## src/rtl/lin_resp_pkg.sv

```systemverilog
package lin_resp_pkg;

    typedef enum logic [1:0] {
        ACT_IGNORE    = 2'b00,
        ACT_PUBLISH   = 2'b01,
        ACT_SUBSCRIBE = 2'b10,
        ACT_RESERVED  = 2'b11
    } node_act_e;

    typedef enum logic [2:0] {
        S_IDLE     = 3'd0,
        S_HDR      = 3'd1,
        S_PUB_DATA = 3'd2,
        S_PUB_CSUM = 3'd3,
        S_SUB_DATA = 3'd4,
        S_SUB_CSUM = 3'd5
    } resp_state_e;

endpackage

```

## src/rtl/lin_len_calc.sv

```systemverilog
// Data byte count of the response, checksum excluded.
module lin_len_calc #(
    parameter int LEN_W   = 8,
    parameter int ID_W    = 8,
    parameter int ID_LSB  = 4,
    localparam int CNT_W  = LEN_W + 1
) (
    input  logic             len_mode,
    input  logic [LEN_W-1:0] len_code,
    input  logic [ID_W-1:0]  frame_id,
    output logic [CNT_W-1:0] len_bytes
);

    logic [1:0] id_sel;

    assign id_sel = frame_id[ID_LSB +: 2];

    always_comb begin
        if (!len_mode) begin
            // widen before adding so code all-ones yields 2**LEN_W
            len_bytes = {1'b0, len_code} + CNT_W'(1);
        end else begin
            unique case (id_sel)
                2'b00, 2'b01: len_bytes = CNT_W'(2);
                2'b10:        len_bytes = CNT_W'(4);
                default:      len_bytes = CNT_W'(8);
            endcase
        end
    end

endmodule

```

## src/rtl/lin_byte_ctr.sv

```systemverilog
// Position of the current byte within the response.
module lin_byte_ctr #(
    parameter int W = 9
) (
    input  logic         clk,
    input  logic         rst,
    input  logic         clr,
    input  logic         inc,
    output logic [W-1:0] cnt
);

    always_ff @(posedge clk) begin
        if (rst || clr) begin
            cnt <= '0;
        end else if (inc) begin
            cnt <= cnt + W'(1);
        end
    end

endmodule

```

## src/rtl/lin_resp_seq.sv

```systemverilog
module lin_resp_seq
    import lin_resp_pkg::*;
#(
    parameter int LEN_W  = 8,
    parameter int ID_W   = 8,
    parameter int ID_LSB = 4,
    localparam int CNT_W = LEN_W + 1
) (
    input  logic             clk,
    input  logic             rst,
    input  logic             hdr_start,
    input  logic             hdr_done,
    input  logic [1:0]       node_act,
    input  logic             len_mode,
    input  logic [LEN_W-1:0] len_code,
    input  logic [ID_W-1:0]  frame_id,
    output logic             tx_req,
    output logic             tx_csum,
    input  logic             tx_ack,
    input  logic             rx_valid,
    output logic             rx_take,
    output logic             rx_csum,
    output logic [CNT_W-1:0] byte_idx,
    output logic             resp_done,
    output logic             resp_err
);

    resp_state_e      state, state_nxt;
    logic [CNT_W-1:0] count_q;
    logic [CNT_W-1:0] len_new;
    logic [CNT_W-1:0] ctr;
    logic             ctr_clr, ctr_inc, load_len;
    logic             done_nxt, err_nxt;
    logic             busy;
    node_act_e        act;

    assign act  = node_act_e'(node_act);
    assign busy = (state == S_PUB_DATA) || (state == S_PUB_CSUM) ||
                  (state == S_SUB_DATA) || (state == S_SUB_CSUM);

    lin_len_calc #(
        .LEN_W (LEN_W),
        .ID_W  (ID_W),
        .ID_LSB(ID_LSB)
    ) len_i (
        .len_mode (len_mode),
        .len_code (len_code),
        .frame_id (frame_id),
        .len_bytes(len_new)
    );

    lin_byte_ctr #(
        .W(CNT_W)
    ) ctr_i (
        .clk(clk),
        .rst(rst),
        .clr(ctr_clr),
        .inc(ctr_inc),
        .cnt(ctr)
    );

    // next state and pulse decisions
    always_comb begin
        state_nxt = state;
        done_nxt  = 1'b0;
        err_nxt   = 1'b0;
        load_len  = 1'b0;
        ctr_clr   = 1'b0;
        ctr_inc   = 1'b0;
        if (hdr_start) begin
            state_nxt = S_HDR;
            ctr_clr   = 1'b1;
            err_nxt   = busy;
        end else begin
            unique case (state)
                S_IDLE: begin
                    state_nxt = S_IDLE;
                end
                S_HDR: begin
                    if (hdr_done) begin
                        load_len = 1'b1;
                        ctr_clr  = 1'b1;
                        unique case (act)
                            ACT_PUBLISH:   state_nxt = S_PUB_DATA;
                            ACT_SUBSCRIBE: state_nxt = S_SUB_DATA;
                            ACT_IGNORE: begin
                                state_nxt = S_IDLE;
                                done_nxt  = 1'b1;
                            end
                            default: begin
                                state_nxt = S_IDLE;
                                err_nxt   = 1'b1;
                            end
                        endcase
                    end
                end
                S_PUB_DATA: begin
                    if (tx_ack) begin
                        ctr_inc = 1'b1;
                        if (ctr == count_q - CNT_W'(1)) state_nxt = S_PUB_CSUM;
                    end
                end
                S_PUB_CSUM: begin
                    if (tx_ack) begin
                        state_nxt = S_IDLE;
                        done_nxt  = 1'b1;
                    end
                end
                S_SUB_DATA: begin
                    if (rx_valid) begin
                        ctr_inc = 1'b1;
                        if (ctr == count_q - CNT_W'(1)) state_nxt = S_SUB_CSUM;
                    end
                end
                S_SUB_CSUM: begin
                    if (rx_valid) begin
                        state_nxt = S_IDLE;
                        done_nxt  = 1'b1;
                    end
                end
                default: state_nxt = S_IDLE;
            endcase
        end
    end

    // state register
    always_ff @(posedge clk) begin
        if (rst) begin
            state     <= S_IDLE;
            count_q   <= '0;
            resp_done <= 1'b0;
            resp_err  <= 1'b0;
        end else begin
            state     <= state_nxt;
            resp_done <= done_nxt;
            resp_err  <= err_nxt;
            if (load_len) count_q <= len_new;
        end
    end

    // outputs
    always_comb begin
        tx_req  = 1'b0;
        tx_csum = 1'b0;
        rx_take = 1'b0;
        rx_csum = 1'b0;
        unique case (state)
            S_PUB_DATA: tx_req = 1'b1;
            S_PUB_CSUM: begin
                tx_req  = 1'b1;
                tx_csum = 1'b1;
            end
            S_SUB_DATA: rx_take = rx_valid;
            S_SUB_CSUM: begin
                rx_take = rx_valid;
                rx_csum = 1'b1;
            end
            default: begin
                tx_req = 1'b0;
            end
        endcase
    end

    assign byte_idx = ctr;

    // one direction at a time
    a_r4_one_direction: assert property (@(posedge clk) disable iff (rst)
        !(tx_req && rx_take));

    // checksum handshake completes the frame
    a_r4_csum_then_done: assert property (@(posedge clk) disable iff (rst)
        (tx_req && tx_csum && tx_ack && !hdr_start) |=> resp_done);

    // received checksum completes the frame
    a_r5_rx_csum_then_done: assert property (@(posedge clk) disable iff (rst)
        (rx_take && rx_csum && !hdr_start) |=> resp_done);

    // ignore finishes right after the header
    a_r6_ignore_done: assert property (@(posedge clk) disable iff (rst)
        (state == S_HDR && hdr_done && !hdr_start && node_act == 2'b00)
        |=> (resp_done && !tx_req));

    // reserved role flags and never completes
    a_r7_reserved_err: assert property (@(posedge clk) disable iff (rst)
        (state == S_HDR && hdr_done && !hdr_start && node_act == 2'b11)
        |=> (resp_err && !resp_done));

    // abort returns to header wait
    a_r8_abort: assert property (@(posedge clk) disable iff (rst)
        (busy && hdr_start) |=> (resp_err && state == S_HDR && !tx_req));

    // position never runs past the data count
    a_r2_idx_bound: assert property (@(posedge clk) disable iff (rst)
        busy |-> (count_q != '0 && byte_idx <= count_q));

endmodule

```

## config.mk

```make
export PLATFORM = sky130hd
export DESIGN_NAME = lin_resp_seq
export DESIGN_NICKNAME = d
export VERILOG_FILES = /design/src/rtl/lin_resp_pkg.sv /design/src/rtl/lin_len_calc.sv /design/src/rtl/lin_byte_ctr.sv /design/src/rtl/lin_resp_seq.sv
export SDC_FILE = /design/constraint.sdc
export NUM_CORES = 1
export LEC_CHECK = 0
export BUFFER_PORTS_ARGS = -buffer_cell sky130_fd_sc_hd__buf_2
export CAP_MARGIN = 10
export CORE_MARGIN = 10
export CORE_UTILIZATION = 25
export CTS_BUF_LIST = sky130_fd_sc_hd__clkbuf_8
export CTS_CLUSTER_DIAMETER = 100
export DETAILED_ROUTE_END_ITERATION = 8
export HOLD_SLACK_MARGIN = 0.06
export PLACE_DENSITY_LB_ADDON = 0.15
export REMOVE_ABC_BUFFERS = 1
export SLEW_MARGIN = 40
export SYNTH_ARGS = -nofsm -noshare
export SYNTH_HDL_FRONTEND = slang
export SYNTH_SLANG_ARGS = --single-unit
```

## constraint.sdc

```tcl
create_clock -name clk -period 2.5 [get_ports clk]
set_clock_uncertainty 0.2 [all_clocks]
set_input_delay 0.125 -clock clk [delete_from_list [all_inputs] [get_ports clk]]
set_output_delay 0.125 -clock clk [all_outputs]
set_load 0.005 [all_outputs]
```

==> results of run 1 <==
==> cells in the mapped netlist, types with 3 or more instances <==
| cell | n |
|---|---|
| nand2_1 | 7 |
| and3_1 | 3 |
| and2_1 | 3 |
| inv_1 | 10 |
| xor2_1 | 8 |
| nor3_1 | 12 |
| a22oi_1 | 3 |
| mux2i_1 | 4 |
| a21oi_1 | 7 |
| nand4_1 | 3 |
| dfxtp_1 | 23 |
| nand3b_1 | 4 |
| xnor2_1 | 14 |
| nand3_1 | 6 |
| o21ai_0 | 6 |
| ha_1 | 5 |
| nor2_1 | 26 |
| clkbuf_1 | 3 |
| or2_2 | 3 |
==> registers in the layout, indices dropped and copies added, names as in the netlist <==
register   cells
resp_err       1
state          3
count_q        9
resp_done      1
ctr_i.cnt      9
==> critical path: stages (launching register included) <==
cell       delay [ns]
dfxtp_1          0.37
inv_1            0.07
ha_1             0.24
and2_1           0.20
o21ai_0          0.17
a31oi_1          0.17
a2111oi_4        0.45
o22ai_1          0.15
o2bb2ai_1        0.14
==> stage by stage <==
step / cell area (um2) / utilization
6_report: 1950 / 0.327
5_1_grt: 1950 / 0.327
4_1_cts: 1950 / 0.327
3_5_place_dp: 1790 / 0.301
3_3_place_gp: 1790 / 0.301
2_1_floorplan: 1500 / -
==> worst max path at each step <==
stage               startpoint  endpoint  slack, ns  cells after the start
global route        count_q[1]  state[2]       0.07                      8
floorplan           count_q[0]  state[1]       0.42                      8
finish              count_q[1]  state[2]       0.24                      8
global placement      state[2]  state[1]       0.26                      6
detailed placement  count_q[1]  state[1]       0.24                      8
CTS                 count_q[1]  state[1]       0.22                      8
==> power by group <==
| part | total, mW | internal, mW | switching, mW |
|---|---|---|---|
| sequential | 0.376 | 0.370 | 0.00552 |
| combinational | 0.113 | 0.0562 | 0.0566 |
| clock | 0.232 | 0.110 | 0.123 |
| total | 0.721 | 0.536 | 0.185 |
==> final cells by class <==
cell class | instances | area, um2
Fill cell | 664 | 4010
Multi-Input combinational cell | 146 | 1000
Clock inverter | 1 | 3.75
Inverter | 10 | 37.5
Timing Repair Buffer | 48 | 305
Sequential cell | 23 | 460
Clock buffer | 3 | 41.3
Tap cell | 75 | 93.8
==> logic make-up (layout without fill, tap and decap cells) <==
logic type | after synthesis | in the layout | synth area share
AND/OR/NAND/NOR | 82 | 82 | 0.292
AO/OA/AOI/OAI | 33 | 33 | 0.167
flip-flops | 23 | 23 | 0.298
XOR/XNOR | 22 | 22 | 0.125
buffers and inverters | 18 | 62 | 0.0526
adder cells (fa/ha/maj) | 5 | 5 | 0.0405
multiplexers | 4 | 4 | 0.0259
==> routing by layer <==
metal / wire, um / vias to the layer above / global-route usage
met5: 0 / - / 0
met4: 41 / 0 / 0.0265
met3: 142 / 2 / 0.0161
met2: 1650 / 25 / 0.123
met1: 2010 / 615 / 0.105
li1: - / 745 / -
==> timing repair <==
action | CTS | global route
endpoints found under the setup margin | 0 | 0
hold buffers | 11 | 0
hold endpoints to repair | 14 | 0
==> run summary, run 1 <==
===============================================================================================
Number of global-route vias before repair                                                  1396
Number of cells produced by synthesis                                                       187
Flip-flop and latch count after synthesis                                                    23
Leading cell types in the layout, fill and taps excluded                           buf_2 (33), nor2_1 (26), dfxtp_1 (23)
Number of vias after detailed routing                                                      1387
Die Height                                                                              98.6 um
Outcome                                                                               completed
Number of enable-type register cells in the synthesized netlist                               0
Worst Hold End                                                                       count_q[0]
Commonest non-fill, non-tap cell in the layout                                            buf_2
Register area share after synthesis                                                       0.298
Clock sink count                                                                             23
Post-route minimum period                                                               2.26 ns
Total CTS buffers                                                                             3
Worst slew margin relative to its limit                                                   0.750
Final Hold Fails                                                                              0
Leak                                                                                   0.793 nW
Cell Pwr Density                                                                     371 nW/um2
Overall die area                                                                       9730 um2
Crit path capture type                                                                 register
Clock input transition at the sequential cells of the worst setup and hold paths        0.09 ns
Area added between synthesis and finish                                                   25.9%
Max-slew violation total from the final report                                                0
Yosys warnings                                                                                0
Number of cell instances on the worst register-to-register path                               8
Startpoint of the lowest-slack register-to-register path                             count_q[1]
Largest net degree at the start of global routing                                            15
Post-cts gate resize count                                                                    0
Fraction of final layout cells with drive strength greater than 1                         0.216
Crit Path Class                                                                    register to register
Final estimated routing congestion in global placement                                    0.740
Max IR drop VDD                                                                        0.184 mV
CTS tree                                                                                   done
DRC violation count after routing                                                             0
Worst Min Path Start                                                                   len_mode
Hold path cells                                                                               4
Number of nets still failing antenna checks after routing                                     0
Cells taking the most area after synthesis                                         dfxtp_1 (30%), xnor2_1 (7.9%), nor2_1 (6.3%)
Slew at the pin with the worst max-slew slack                                          0.374 ns
Non-Filler Instances                                                                        306
Endpoint required time on the critical path                                             2.46 ns
DPL Wire Length                                                                         3050 um
Slack of the worst reg-to-reg path                                                      0.24 ns
Final layout net count                                                                      262
Number of antenna repair diodes                                                               0
Top achievable clock speed                                                              442 MHz
Combined area of all synthesized cells                                                 1550 um2
Reg-to-Reg End                                                                         state[2]
Antenna violations before repair                                                              0
Post-synthesis async set-or-reset flop share                                                  0
Wire length of the first global-routing pass                                            6560 um
Setup Viol. Count Final                                                                       0
Library cell with the largest summed area after synthesis                               dfxtp_1
Core Area                                                                              5960 um2
Clock latency at the later pin of the worst-skew pair                                   0.26 ns
Number of levels the H-tree was split into                                                    1
Worst hold slack across all endpoints                                                 0.0922 ns
Worst path setup slack after routing                                                   0.237 ns
DR WL/cell                                                                              12.6 um
Initial standard-cell utilization of the core                                             0.259
GR Util All Layers                                                                       0.0786
IO Pins                                                                                      40
Number of maximum-capacitance violations                                                      0
Startpoint class of the critical path                                                  register
Total Power                                                                            0.721 mW
Die Width                                                                               98.6 um
1st-pass router iterations                                                                    4
Crit Path Max Fanout                                                                          5
Wirelength, routed                                                                      3840 um
Class of the tightest hold or removal check                                        input port to register
Number of placed instances with taps included                                               291
Setup TNS Final                                                                            0 ns
Via density per instance                                                                   4.53
Total gr overflow                                                                             0
Post-placement setup slack                                                             0.240 ns
Drt initial violations                                                                       63
Synth top area share                                                                      0.298
Syn_area_per_cell                                                                      8.26 um2
RSZ-0062 raised after global routing                                                      false
Most instantiated flip-flop cell in the synthesis netlist                               dfxtp_1
Period Utilization, post-route                                                            0.905
Max Root-Sink Buffers                                                                         2
Distinct cells, synth                                                                        48
Critical Path AT                                                                        2.22 ns
Floorplan row count                                                                          28
Number of buffers inserted to repair setup after CTS                                          0
Cell at the root of the clock tree                                                     clkbuf_8
Quantity of I/O buffers inserted on ports                                                    33
===============================================================================================
(Power assumes the default switching activity.)
==> run 2, diff against run 1 <==
--- a/config.mk
+++ b/config.mk
@@ -10,5 +10,6 @@
 export CORE_MARGIN = 10
-export CORE_UTILIZATION = 25
+export CORE_UTILIZATION = 32
 export CTS_BUF_LIST = sky130_fd_sc_hd__clkbuf_8
 export CTS_CLUSTER_DIAMETER = 100
+export CTS_CLUSTER_SIZE = 40
 export DETAILED_ROUTE_END_ITERATION = 8
==> constraint.sdc (replaced) <==
create_clock -name clk -period 2.5 [get_ports clk]
set_clock_uncertainty 0.2 [all_clocks]
set_input_delay 0.375 -clock clk [delete_from_list [all_inputs] [get_ports clk]]
set_output_delay 0.375 -clock clk [all_outputs]
set_load 0.005 [all_outputs]
==> run summary, run 2 (synthesis gave the netlist of run 1 again) <==
===============================================================================================
Outcome                                                                               completed
Worst hold slack across all endpoints                                                  0.216 ns
Area added between synthesis and finish                                                   16.1%
Final layout net count                                                                      249
CTS tree                                                                                   done
Number of placed instances with taps included                                               268
Clock input transition at the sequential cells of the worst setup and hold paths        0.08 ns
Clock sink count                                                                             23
Max IR drop VDD                                                                        0.218 mV
Drt initial violations                                                                       76
Total gr overflow                                                                             0
Total Power                                                                            0.699 mW
Number of maximum-capacitance violations                                                      0
Setup Viol. Count Final                                                                       0
Crit Path Max Fanout                                                                          6
Fraction of final layout cells with drive strength greater than 1                         0.220
Clock latency at the later pin of the worst-skew pair                                   0.26 ns
Worst Min Path Start                                                                node_act[0]
Largest net degree at the start of global routing                                            15
Die Width                                                                               89.5 um
Slew at the pin with the worst max-slew slack                                          0.376 ns
Crit Path Class                                                                    register to register
Number of vias after detailed routing                                                      1360
Overall die area                                                                       8010 um2
Number of hold buffers added after cts                                                        0
Initial standard-cell utilization of the core                                             0.329
Startpoint class of the critical path                                                  register
Final Hold Fails                                                                              0
Post-placement setup slack                                                             0.201 ns
Top achievable clock speed                                                              433 MHz
RSZ-0062 raised after global routing                                                      false
Worst path setup slack after routing                                                   0.191 ns
Startpoint of the lowest-slack register-to-register path                             count_q[0]
Non-Filler Instances                                                                        272
Registers with the most flip-flops                                                 count_q (9), ctr_i.cnt (9), state (3)
Post-cts gate resize count                                                                    0
Antenna violations before repair                                                              0
Commonest non-fill, non-tap cell in the layout                                            buf_2
Max-slew violation total from the final report                                                0
GR Util All Layers                                                                       0.0915
Number of antenna repair diodes                                                               0
Worst Hold End                                                                         state[1]
Number of global-route vias before repair                                                  1320
Final estimated routing congestion in global placement                                    0.797
Core occupancy in the finished layout                                                     0.382
Number of cell instances on the worst register-to-register path                               8
Number of levels the H-tree was split into                                                    1
Number of nets still failing antenna checks after routing                                     0
Endpoint required time on the critical path                                             2.46 ns
Cell Pwr Density                                                                     389 nW/um2
DPL Wire Length                                                                         2860 um
Period Utilization, post-route                                                            0.923
Wire length of the first global-routing pass                                            5880 um
Post-route minimum period                                                               2.31 ns
Slack of the worst reg-to-reg path                                                      0.19 ns
Setup TNS Final                                                                            0 ns
Core Area                                                                              4690 um2
IO Pins                                                                                      40
Total CTS buffers                                                                             3
Die Height                                                                              89.5 um
Hold path cells                                                                               3
Reg-to-Reg End                                                                         state[2]
DRC violation count after routing                                                             0
Cell at the root of the clock tree                                                     clkbuf_8
Class of the tightest hold or removal check                                        input port to register
Crit path capture type                                                                 register
Quantity of I/O buffers inserted on ports                                                    33
1st-pass router iterations                                                                    4
Via density per instance                                                                   5.00
DR WL/cell                                                                              12.9 um
Floorplan row count                                                                          25
Number of buffers inserted to repair setup after CTS                                          0
Critical Path AT                                                                        2.27 ns
Post-route cell area                                                                   1790 um2
Wirelength, routed                                                                      3500 um
Worst slew margin relative to its limit                                                   0.749
Leak                                                                                   0.740 nW
Max Root-Sink Buffers                                                                         2
Leading cell types in the layout, fill and taps excluded                           buf_2 (33), nor2_1 (26), dfxtp_1 (23)
Placed standard-cell area                                                              1750 um2
===============================================================================================
## run 2: routing by layer
metal	routed length [um]	global-route usage	up-vias
met5	0	0	-
met4	51	0.0318	0
met3	142	0.0191	4
met2	1510	0.139	27
met1	1800	0.124	607
li1	-	-	722
## run 2: cell type report
cell class | count | area (um2)
clock buffers | 3 | 41.3
clock inverters | 1 | 3.75
fillers | 493 | 2900
inverters | 10 | 37.5
multi-input cells | 146 | 1000
flip-flops and latches | 23 | 460
well taps | 54 | 67.6
repair buffers | 35 | 180
## run 2: report_power, final
group | switching, mW | leakage (nW) | total, mW | internal (mW)
registers | 0.00689 | 0.186 | 0.377 | 0.370
logic | 0.0521 | 0.528 | 0.0968 | 0.0447
clock network | 0.115 | 0.0269 | 0.225 | 0.110
total | 0.174 | 0.740 | 0.699 | 0.524
## run 2: worst max path at each step
stage / startpoint / cells past startpoint / to
floorplan: count_q[0] / 8 / state[1]
global placement: count_q[0] / 8 / state[2]
detailed placement: count_q[0] / 8 / state[2]
CTS: count_q[0] / 8 / state[2]
global route: count_q[0] / 8 / state[1]
finish: count_q[0] / 8 / state[2]
## run 2: worst max-delay path, stage by stage, from the launching register on
cell	delay, ns
dfxtp_1	0.44
inv_1	0.07
ha_1	0.26
and2_1	0.20
o21ai_0	0.16
a31oi_1	0.15
a2111oi_4	0.45
o22ai_1	0.14
o2bb2ai_1	0.14
